===== config.mk =====
export PLATFORM = sky130hd
export DESIGN_NAME = cfgport_top
export DESIGN_NICKNAME = d
export VERILOG_FILES = /design/src/rtl/cfgport_pkg.sv /design/src/rtl/cfgport_key_lock.sv /design/src/rtl/cfgport_ldev_regs.sv /design/src/rtl/cfgport_top.sv
export SDC_FILE = /design/constraint.sdc
export NUM_CORES = 1
export LEC_CHECK = 0
export ABC_AREA = 1
export CAP_MARGIN = 25
export CORE_MARGIN = 2
export CORE_UTILIZATION = 40
export DETAILED_ROUTE_END_ITERATION = 8
export PLACE_DENSITY = 0.71
export SETUP_SLACK_MARGIN = 0.4
export SLEW_MARGIN = 30
export SYNTH_ARGS = -nofsm -noshare
export SYNTH_HDL_FRONTEND = slang
export SYNTH_SLANG_ARGS = --single-unit

===== constraint.sdc =====
create_clock -name clk -period 3.15 [get_ports clk]
set_input_delay 0.7875 -clock clk [delete_from_list [all_inputs] [get_ports clk]]
set_output_delay 0.7875 -clock clk [all_outputs]
set_load 0.01 [all_outputs]

===== src/rtl/cfgport_pkg.sv =====
package cfgport_pkg;

    typedef enum logic {
        KEY_A = 1'b0,
        KEY_B = 1'b1
    } key_kind_e;

    localparam logic [7:0] IDX_EXIT_A = 8'h02;
    localparam logic [7:0] IDX_LDN    = 8'h07;
    localparam logic [7:0] IDX_ID_HI  = 8'h20;
    localparam logic [7:0] IDX_ID_LO  = 8'h21;
    localparam logic [7:0] IDX_REV    = 8'h22;
    localparam logic [7:0] IDX_BANK   = 8'h30;
    localparam logic [7:0] IDX_EN     = 8'h30;
    localparam logic [7:0] IDX_B0_HI  = 8'h60;
    localparam logic [7:0] IDX_B0_LO  = 8'h61;
    localparam logic [7:0] IDX_B1_HI  = 8'h62;
    localparam logic [7:0] IDX_B1_LO  = 8'h63;
    localparam logic [7:0] IDX_IRQ    = 8'h70;
    localparam logic [7:0] IDX_DMA    = 8'h74;

    localparam logic [7:0] KEY_LEAD   = 8'h87;
    localparam logic [7:0] EXIT_VAL_A = 8'h02;
    localparam logic [7:0] EXIT_KEY_B = 8'hAA;

    typedef struct packed {
        logic        en;
        logic [15:0] base0;
        logic [15:0] base1;
        logic [7:0]  irq;
        logic [7:0]  dma;
    } ldev_regs_t;

    function automatic int key_len(key_kind_e kind);
        return (kind == KEY_A) ? 4 : 2;
    endfunction

    // Expected key byte at position pos of the unlock sequence.
    function automatic logic [7:0] key_byte(key_kind_e kind, logic hi_window,
                                            int unsigned pos);
        if (kind == KEY_B) return KEY_LEAD;
        case (pos)
            0:       return KEY_LEAD;
            1:       return 8'h01;
            2:       return 8'h55;
            default: return hi_window ? 8'hAA : 8'h55;
        endcase
    endfunction

    function automatic logic [7:0] ldev_read(ldev_regs_t r, logic [7:0] idx);
        case (idx)
            IDX_EN:    return {7'b0, r.en};
            IDX_B0_HI: return r.base0[15:8];
            IDX_B0_LO: return r.base0[7:0];
            IDX_B1_HI: return r.base1[15:8];
            IDX_B1_LO: return r.base1[7:0];
            IDX_IRQ:   return r.irq;
            IDX_DMA:   return r.dma;
            default:   return 8'h00;
        endcase
    endfunction

endpackage


===== src/rtl/cfgport_key_lock.sv =====
module cfgport_key_lock
    import cfgport_pkg::*;
#(
    parameter key_kind_e KIND      = KEY_A,
    parameter bit        HI_WINDOW = 1'b0
) (
    input  logic       clk,
    input  logic       rst,
    input  logic       key_wr,
    input  logic [7:0] key_in,
    input  logic       exit_req,
    output logic       open
);
    localparam int LEN = key_len(KIND);
    localparam int PW  = $clog2(LEN + 1);

    logic [PW-1:0] pos_q;
    logic [7:0]    want;

    assign want = key_byte(KIND, HI_WINDOW, 32'(pos_q));

    always_ff @(posedge clk) begin
        if (rst) begin
            open  <= 1'b0;
            pos_q <= '0;
        end else if (open) begin
            if (exit_req) begin
                open  <= 1'b0;
                pos_q <= '0;
            end
        end else if (key_wr) begin
            if (key_in == want) begin
                if (pos_q == PW'(LEN - 1)) begin
                    open  <= 1'b1;
                    pos_q <= '0;
                end else begin
                    pos_q <= pos_q + PW'(1);
                end
            end else if (key_in == KEY_LEAD) begin
                pos_q <= PW'(1);
            end else begin
                pos_q <= '0;
            end
        end
    end
endmodule


===== src/rtl/cfgport_ldev_regs.sv =====
module cfgport_ldev_regs
    import cfgport_pkg::*;
(
    input  logic       clk,
    input  logic       rst,
    input  logic       we,
    input  logic [7:0] idx,
    input  logic [7:0] wdata,
    output ldev_regs_t regs
);
    always_ff @(posedge clk) begin
        if (rst) begin
            regs <= '0;
        end else if (we) begin
            case (idx)
                IDX_EN:    regs.en          <= wdata[0];
                IDX_B0_HI: regs.base0[15:8] <= wdata;
                IDX_B0_LO: regs.base0[7:0]  <= wdata;
                IDX_B1_HI: regs.base1[15:8] <= wdata;
                IDX_B1_LO: regs.base1[7:0]  <= wdata;
                IDX_IRQ:   regs.irq         <= wdata;
                IDX_DMA:   regs.dma         <= wdata;
                default:   ;
            endcase
        end
    end
endmodule


===== src/rtl/cfgport_top.sv =====
module cfgport_top
    import cfgport_pkg::*;
#(
    parameter key_kind_e   KEY_KIND  = KEY_A,
    parameter bit          HI_WINDOW = 1'b0,
    parameter int          NUM_DEV   = 4,
    parameter logic [15:0] CHIP_ID   = 16'h8721,
    parameter logic [7:0]  REV_ID    = 8'h05
) (
    input  logic                   clk,
    input  logic                   rst,
    input  logic                   io_wr,
    input  logic                   io_rd,
    input  logic                   io_addr,
    input  logic [7:0]             io_wdata,
    output logic [7:0]             io_rdata,
    output logic                   cfg_open,
    output logic [NUM_DEV-1:0]     dev_en,
    output logic [NUM_DEV*16-1:0]  dev_base,
    output logic [NUM_DEV*8-1:0]   dev_irq
);
    localparam int SEL_W = (NUM_DEV > 1) ? $clog2(NUM_DEV) : 1;

    logic [7:0]       idx_q;
    logic [7:0]       ldn_q;
    logic             idx_wr, dat_wr, exit_req, ldn_ok;
    logic [SEL_W-1:0] sel;
    logic [7:0]       rd_val;
    ldev_regs_t       dev_regs [NUM_DEV];

    assign idx_wr = io_wr & ~io_addr;
    assign dat_wr = io_wr &  io_addr;
    assign ldn_ok = (ldn_q < 8'(NUM_DEV));
    assign sel    = ldn_q[SEL_W-1:0];

    generate
        if (KEY_KIND == KEY_A) begin : g_exit_a
            assign exit_req = cfg_open && dat_wr && (idx_q == IDX_EXIT_A)
                              && (io_wdata == EXIT_VAL_A);
        end else begin : g_exit_b
            assign exit_req = cfg_open && idx_wr && (io_wdata == EXIT_KEY_B);
        end
    endgenerate

    cfgport_key_lock #(.KIND(KEY_KIND), .HI_WINDOW(HI_WINDOW)) u_lock (
        .clk      (clk),
        .rst      (rst),
        .key_wr   (idx_wr),
        .key_in   (io_wdata),
        .exit_req (exit_req),
        .open     (cfg_open)
    );

    always_ff @(posedge clk) begin
        if (rst) begin
            idx_q <= 8'h00;
            ldn_q <= 8'h00;
        end else if (exit_req) begin
            idx_q <= 8'h00;
        end else if (cfg_open && idx_wr) begin
            idx_q <= io_wdata;
        end else if (cfg_open && dat_wr && (idx_q == IDX_LDN)) begin
            ldn_q <= io_wdata;
        end
    end

    generate
        for (genvar i = 0; i < NUM_DEV; i++) begin : g_dev
            logic we_i;
            assign we_i = cfg_open && dat_wr && (idx_q >= IDX_BANK)
                          && (ldn_q == 8'(i));
            cfgport_ldev_regs u_regs (
                .clk   (clk),
                .rst   (rst),
                .we    (we_i),
                .idx   (idx_q),
                .wdata (io_wdata),
                .regs  (dev_regs[i])
            );
            assign dev_en[i]            = dev_regs[i].en;
            assign dev_base[16*i +: 16] = dev_regs[i].base0;
            assign dev_irq[8*i +: 8]    = dev_regs[i].irq;
        end
    endgenerate

    always_comb begin
        rd_val = 8'hFF;
        if (cfg_open) begin
            if (!io_addr) begin
                rd_val = idx_q;
            end else if (idx_q >= IDX_BANK) begin
                rd_val = ldn_ok ? ldev_read(dev_regs[sel], idx_q) : 8'h00;
            end else begin
                case (idx_q)
                    IDX_LDN:   rd_val = ldn_q;
                    IDX_ID_HI: rd_val = CHIP_ID[15:8];
                    IDX_ID_LO: rd_val = CHIP_ID[7:0];
                    IDX_REV:   rd_val = (KEY_KIND == KEY_A) ? REV_ID : 8'h00;
                    default:   rd_val = 8'h00;
                endcase
            end
        end
    end

    assign io_rdata = io_rd ? rd_val : 8'h00;
endmodule


Word-level counts from Yosys, hierarchy flattened. Cells that the tools add are included.

Register bits after elaboration: 216. Logic and storage cells: 129.

$add $sub $neg: 1. $lt $le $gt $ge: 3. Equal/unequal tests: 21. Muxes and demuxes: 22. Bitwise logic cells: 6. Reduce and logical (&&, ||, !) cells: 44.

Operator list (number): $bmux W49 S2 (1); $mux W49 (2); $reduce_and A2 Y1 (29); $pmux W8 S7 (1); $eq A8 B7 Y1 const B (6); $mux W8 (5); $eq A8 B2 Y1 const B (4); $eq A8 B6 Y1 const B (4); $pmux W8 S4 (1); $pmux W8 S2 (1); $mux W3 (5); $logic_and A1 B1 Y1 (10); $eq A8 B1 Y1 const B (1); $eq A8 B3 Y1 const B (1); $eq A8 B8 Y1 (1); $eq A8 B8 Y1 const B (1); $ge A8 B6 Y1 const B (1); $logic_not A8 Y1 (1); $lt A8 B3 Y1 const B (1); $mux W1 (6); $add A3 B1 Y3 const B (1); $eq A3 B1 Y1 const B (1); $eq A3 B2 Y1 const B (1); $ge A3 B3 Y1 const B (1); other kinds (8) (11).

Logic depth before layout (Yosys ltp). Gate-level depths: netlist (run 1).

Depth after elaboration: 10. Mapped depth: 15.

Hierarchy. A second synthesis (run 1) with hierarchy kept.

Cells, all modules: 2041. Area, all modules: 12223.0 um^2.

Modules (own cells, without submodules): cfgport_ldev_regs (times used 4, cells each 308, area each 2098.3 um^2, seq. area each 980.9 um^2); cfgport_top (times used 1, cells each 739, area each 3428.3 um^2, seq. area each 320.3 um^2); cfgport_key_lock (times used 1, cells each 70, area each 401.6 um^2, seq. area each 80.1 um^2).

Worst setup path before layout (run 1). No wires, ideal clock.

Path kind: input-to-output. Start: input io_addr. End: output io_rdata[5]. Arrival: 1.632 ns. Data required time: 2.362 ns. Path slack: 0.730 ns. Cell stages on the path: 5. Path buffers: 2. Cell sequence: buf_4 -> inv_4 -> clkbuf_1 -> a21oi_1 -> a21oi_1.

Cells in the longest elaborated chain, start to end: 3.

RTL lines: start: declaration (RTL line cfgport_top.sv:14) `input logic io_addr,`; $mux W8 (RTL line cfgport_top.sv:89) `if (!io_addr) begin`; $mux W8 (RTL line cfgport_top.sv:88) `if (cfg_open) begin`; $mux W8 (RTL line cfgport_top.sv:105) `assign io_rdata = io_rd ? rd_val : 8'h00;`; end: declaration (RTL line cfgport_top.sv:16) `output logic [7:0] io_rdata,`.

No other way between the ends.

Worst setup path in the final report (run 1).
Start: register ldn_q[0]. End: output io_rdata[5].

Cells in the longest elaborated chain, start to end: 10.

RTL lines: start: declaration (RTL line cfgport_top.sv:25) `logic [7:0] ldn_q;`; start signal: assignment (RTL line cfgport_top.sv:63) `ldn_q <= io_wdata;`; $not A2 Y3 (implied by the code) (RTL line cfgport_top.sv:92) `rd_val = ldn_ok ? ldev_read(dev_regs[sel], idx_q) : 8'h00;`; $bmux W49 S2 (RTL line cfgport_top.sv:92); $mux W49 (implied by the code) (2 in series) (RTL line cfgport_top.sv:92); $pmux W8 S7 (RTL line cfgport_pkg.sv:51) `case (idx)`; $mux W8 (*) (RTL line cfgport_top.sv:92); $mux W8 (*) (RTL line cfgport_top.sv:91) `end else if (idx_q >= IDX_BANK) begin`; $mux W8 (*) (RTL line cfgport_top.sv:89); $mux W8 (*) (RTL line cfgport_top.sv:88); $mux W8 (*) (RTL line cfgport_top.sv:105).

Every way passes the cells marked *; elsewhere a longest branch is shown, timed or not. The select of a mux whose other input is x is not followed.

==> results of run 1 <==
[what timing repair did]
action,CTS,global route
cloned,2,1
hold buffers,0,0
buffers inserted,20,1
endpoints found under the setup margin,8,8
gates resized for setup,116,23
pin swaps,26,13
[final cells by class]
| class | instances | area, µm² | share of cell area [%] |
|---|---|---|---|
| sequential | 216 | 4340 | 32.0 |
| clock buffer | 34 | 729 | 5.37 |
| timing repair buffer | 203 | 2020 | 14.9 |
| multi-input combinational | 1091 | 5080 | 37.4 |
| tap | 378 | 473 | 3.48 |
| clock inverter | 8 | 119 | 0.875 |
| inverter | 215 | 816 | 6.01 |
[metrics by stage]
step | setup WS [ns] | instance area (µm²) | TNS (ns)
2_1_floorplan | 0.730 | 11200 | 0
3_3_place_gp | 0.0352 | 12200 | 0
4_1_cts | 0.0310 | 13500 | 0
5_1_grt | -0.124 | 13600 | -0.836
3_5_place_dp | 0.0241 | 12200 | 0
6_report | -0.00366 | 13600 | -0.00668
[path summary, 6_finish.rpt]
kind | end | slack, ns | cells after the start
worst max-delay path | io_rdata[5] | -0.004 | 15
worst min register to register | g_dev[1].u_regs.regs[18]$_SDFFE_PP0P_ | 0.45 | 2
worst min-delay path | g_dev[1].u_regs.regs[18]$_SDFFE_PP0P_ | 0.45 | 2
worst max register to register | g_dev[1].u_regs.regs[13]$_SDFFE_PP0P_ | 0.86 | 9
[layer usage]
layer / vias up / GRT usage [%] / share of wire (%) / wire length (µm)
li1: 5390 / - / - / -
met1: 4823 / 29.8 / 44 / 14700
met2: 450 / 35.9 / 45 / 15300
met3: 89 / 3.75 / 7.8 / 2640
met4: 0 / 8.84 / 3.4 / 1140
met5: - / 0 / 0 / 0
[cell usage after synthesis (2+ instances only)]
cell and count:
a211oi_1 32, a21oi_1 204, buf_1 7, buf_2 30, buf_4 106, clkbuf_1 59
clkinv_1 2, dfxtp_1 216, ha_1 2, inv_1 206, inv_2 6, nand2_1 527
nand3_1 11, nand4_1 14, nor2_1 76, nor2_2 3, nor2_4 7, nor3_1 5
o211a_1 3, o21ai_0 202
[power groups by stage]
stage	Sequential (mW)	Combinational, mW	Clock [mW]
finish	2.73	0.211	2.99
CTS	2.73	0.205	3.02
detailed placement	2.79	0.209	0
floorplan	2.79	0.117	0
global placement	2.79	0.206	0
global route	2.73	0.228	3.13
[cell families (layout without fill, tap and decap cells)]
group           Yosys count  count (layout)  share of synthesized area (%)
compound gates          443             443                           20.6
buf+inv                 418             460                           17.9
flops                   216             216                           38.5
fa+ha+maj                 2               2                          0.223
simple gates            646             646                           22.8
[flip-flops by register name, indices dropped and copies added (netlist names)]
name and cells:
u_lock.open 1, ldn_q 8, g_dev.u_regs.regs 196, idx_q 8, u_lock.pos_q 3
[worst max-delay path, cell delays in order, from the launching register on]
cell and delay [ns]:
dfxtp_4 0.40, buf_6 0.15, buf_6 0.12, nor2_4 0.16, buf_6 0.17, a21oi_2 0.08, nand2_1 0.06, nand2_1 0.05
nand2_2 0.07, inv_1 0.04, nand2_1 0.06, nand2_1 0.06, nand2_2 0.07, nand2_1 0.07, a21oi_2 0.16, buf_2 0.14
==> impl_metrics.json, run 1 <==
{
  "outcome": "complete, but fails checks",
  "violations": "negative setup slack",
  "synth_seq_cells": 216,
  "area_growth_pct": 20.8,
  "timing.final.ws_setup_ns": -0.00366,
  "synth_top_cell_by_area": "dfxtp_1",
  "setup_violations": 2,
  "syn_avg_cell_area_um2": 6.52,
  "wl_um": 33800,
  "finalHoldViolations": 0,
  "grt_pass1_vias": 9790,
  "clock_latency_ns": 0.52,
  "fmax_ghz": 0.317,
  "n_fill_cell": 2705,
  "fin_crit_sh_pct": 100,
  "nNetsFinal": 1766,
  "cts.sinks": 216,
  "dieHeight_um": 172,
  "die_x_um": 172,
  "r2r_start": "u_lock.open$_SDFF_PP0_",
  "crit_fanout": 6,
  "cap_violations": 0,
  "leakagePower_nw": 5.38,
  "fin_worst_skew_ns": 0.00975,
  "num_antenna_cells": 0,
  "grt_usage_pct": 22.3,
  "drc": 0,
  "first_pass_iters": 5,
  "overflow": 0,
  "whs_ns": 0.446,
  "stdcell_count": 2145,
  "worstMarginPinSlew_ns": 0.651,
  "relSlewSlack_pct": 56.6,
  "async_reset_ff_share_pct": 0,
  "clkSlewWorstSetupHoldPaths_ns": 0.06,
  "end_kind": "primary output",
  "ir_worst_vdd_v": 0.000324,
  "syn-cell-area_um2": 11200,
  "synth_fp_nets": 1740,
  "swShare_pct": 21.9,
  "worstSetupPathType": "reg -> out",
  "power.density_nw_per_um2": 437,
  "combPwrFrac_pct": 3.6,
  "fp.coreArea_um2": 27700,
  "dpl.hpwl_um": 21900,
  "p_total_mw": 5.93,
  "clockPowerShare_pct": 50.4,
  "io_buffers": 121,
  "layout_commonest_cell": "nand2_1",
  "cts_tree": "built",
  "crit_required_ns": 2.36,
  "yosysWarnings": 0,
  "p_int_mw": 4.63,
  "io_pins": 122,
  "htree_num_levels": 1,
  "synth-edff-count": 0,
  "die_area_um2": 29500,
  "grt_first_pass_wirelength_um": 52400,
  "clockBufferDepth": 3,
  "grt_max_degree": 173,
  "rsz0062_at_grt": "yes",
  "min-delay-start": "g_dev[1].u_regs.regs[18]$_SDFFE_PP0P_",
  "wl_per_cell_um": 15.8,
  "critPathArrivalTime_ns": 2.37,
  "vias_per_cell": 5.01,
  "drive_above_1_share_pct": 11.9,
  "antenna_found_initial": 0,
  "drtIter0Drc": 1288,
  "finalMaxSlewViolations": 0,
  "critPathLaunch": "ldn_q[0]$_SDFFE_PP0P_",
  "ant_nets": 0,
  "synth_area_leaders": "dfxtp_1, nand2_1, a21oi_1",
  "place_inst": 2079,
  "p_seq_share_pct": 46.0,
  "postLayoutCoreUtil_pct": 49.0,
  "yosys.area.top_type_share_pct": 38.5,
  "p_switching_mw": 1.30,
  "initial_core_util_pct": 40.6,
  "num_rows": 61,
  "synth_cell_types": 27,
  "hold_class": "reg -> reg",
  "gp_congestion": 0.852,
  "layout_common_cells": "nand2_1, dfxtp_1, inv_1",
  "critPathLaunchType": "flip-flop",
  "synth_top_flop_cell": "dfxtp_1",
  "numCtsBuffers": 24,
  "period_needed_ns": 3.15,
  "vias": 10800,
  "ys_seq_area_share_pct": 38.5,
  "cts-root-buf": "clkbuf_16",
  "synth_cells": 1725
}
Power figures use the tool's default switching activity.
==> run 2: changes to the inputs <==
RECOVER_POWER = 50   (was unset)
TNS_END_PERCENT = 100   (was unset)
==> results of run 2 <==
The final DEF is identical to that of run 1; final timing and power are the same.
==> run 3: changes to the inputs <==
SLEW_MARGIN = unset   (was 30)
==> results of run 3 <==
The final DEF is identical to that of run 1; final timing and power are the same.
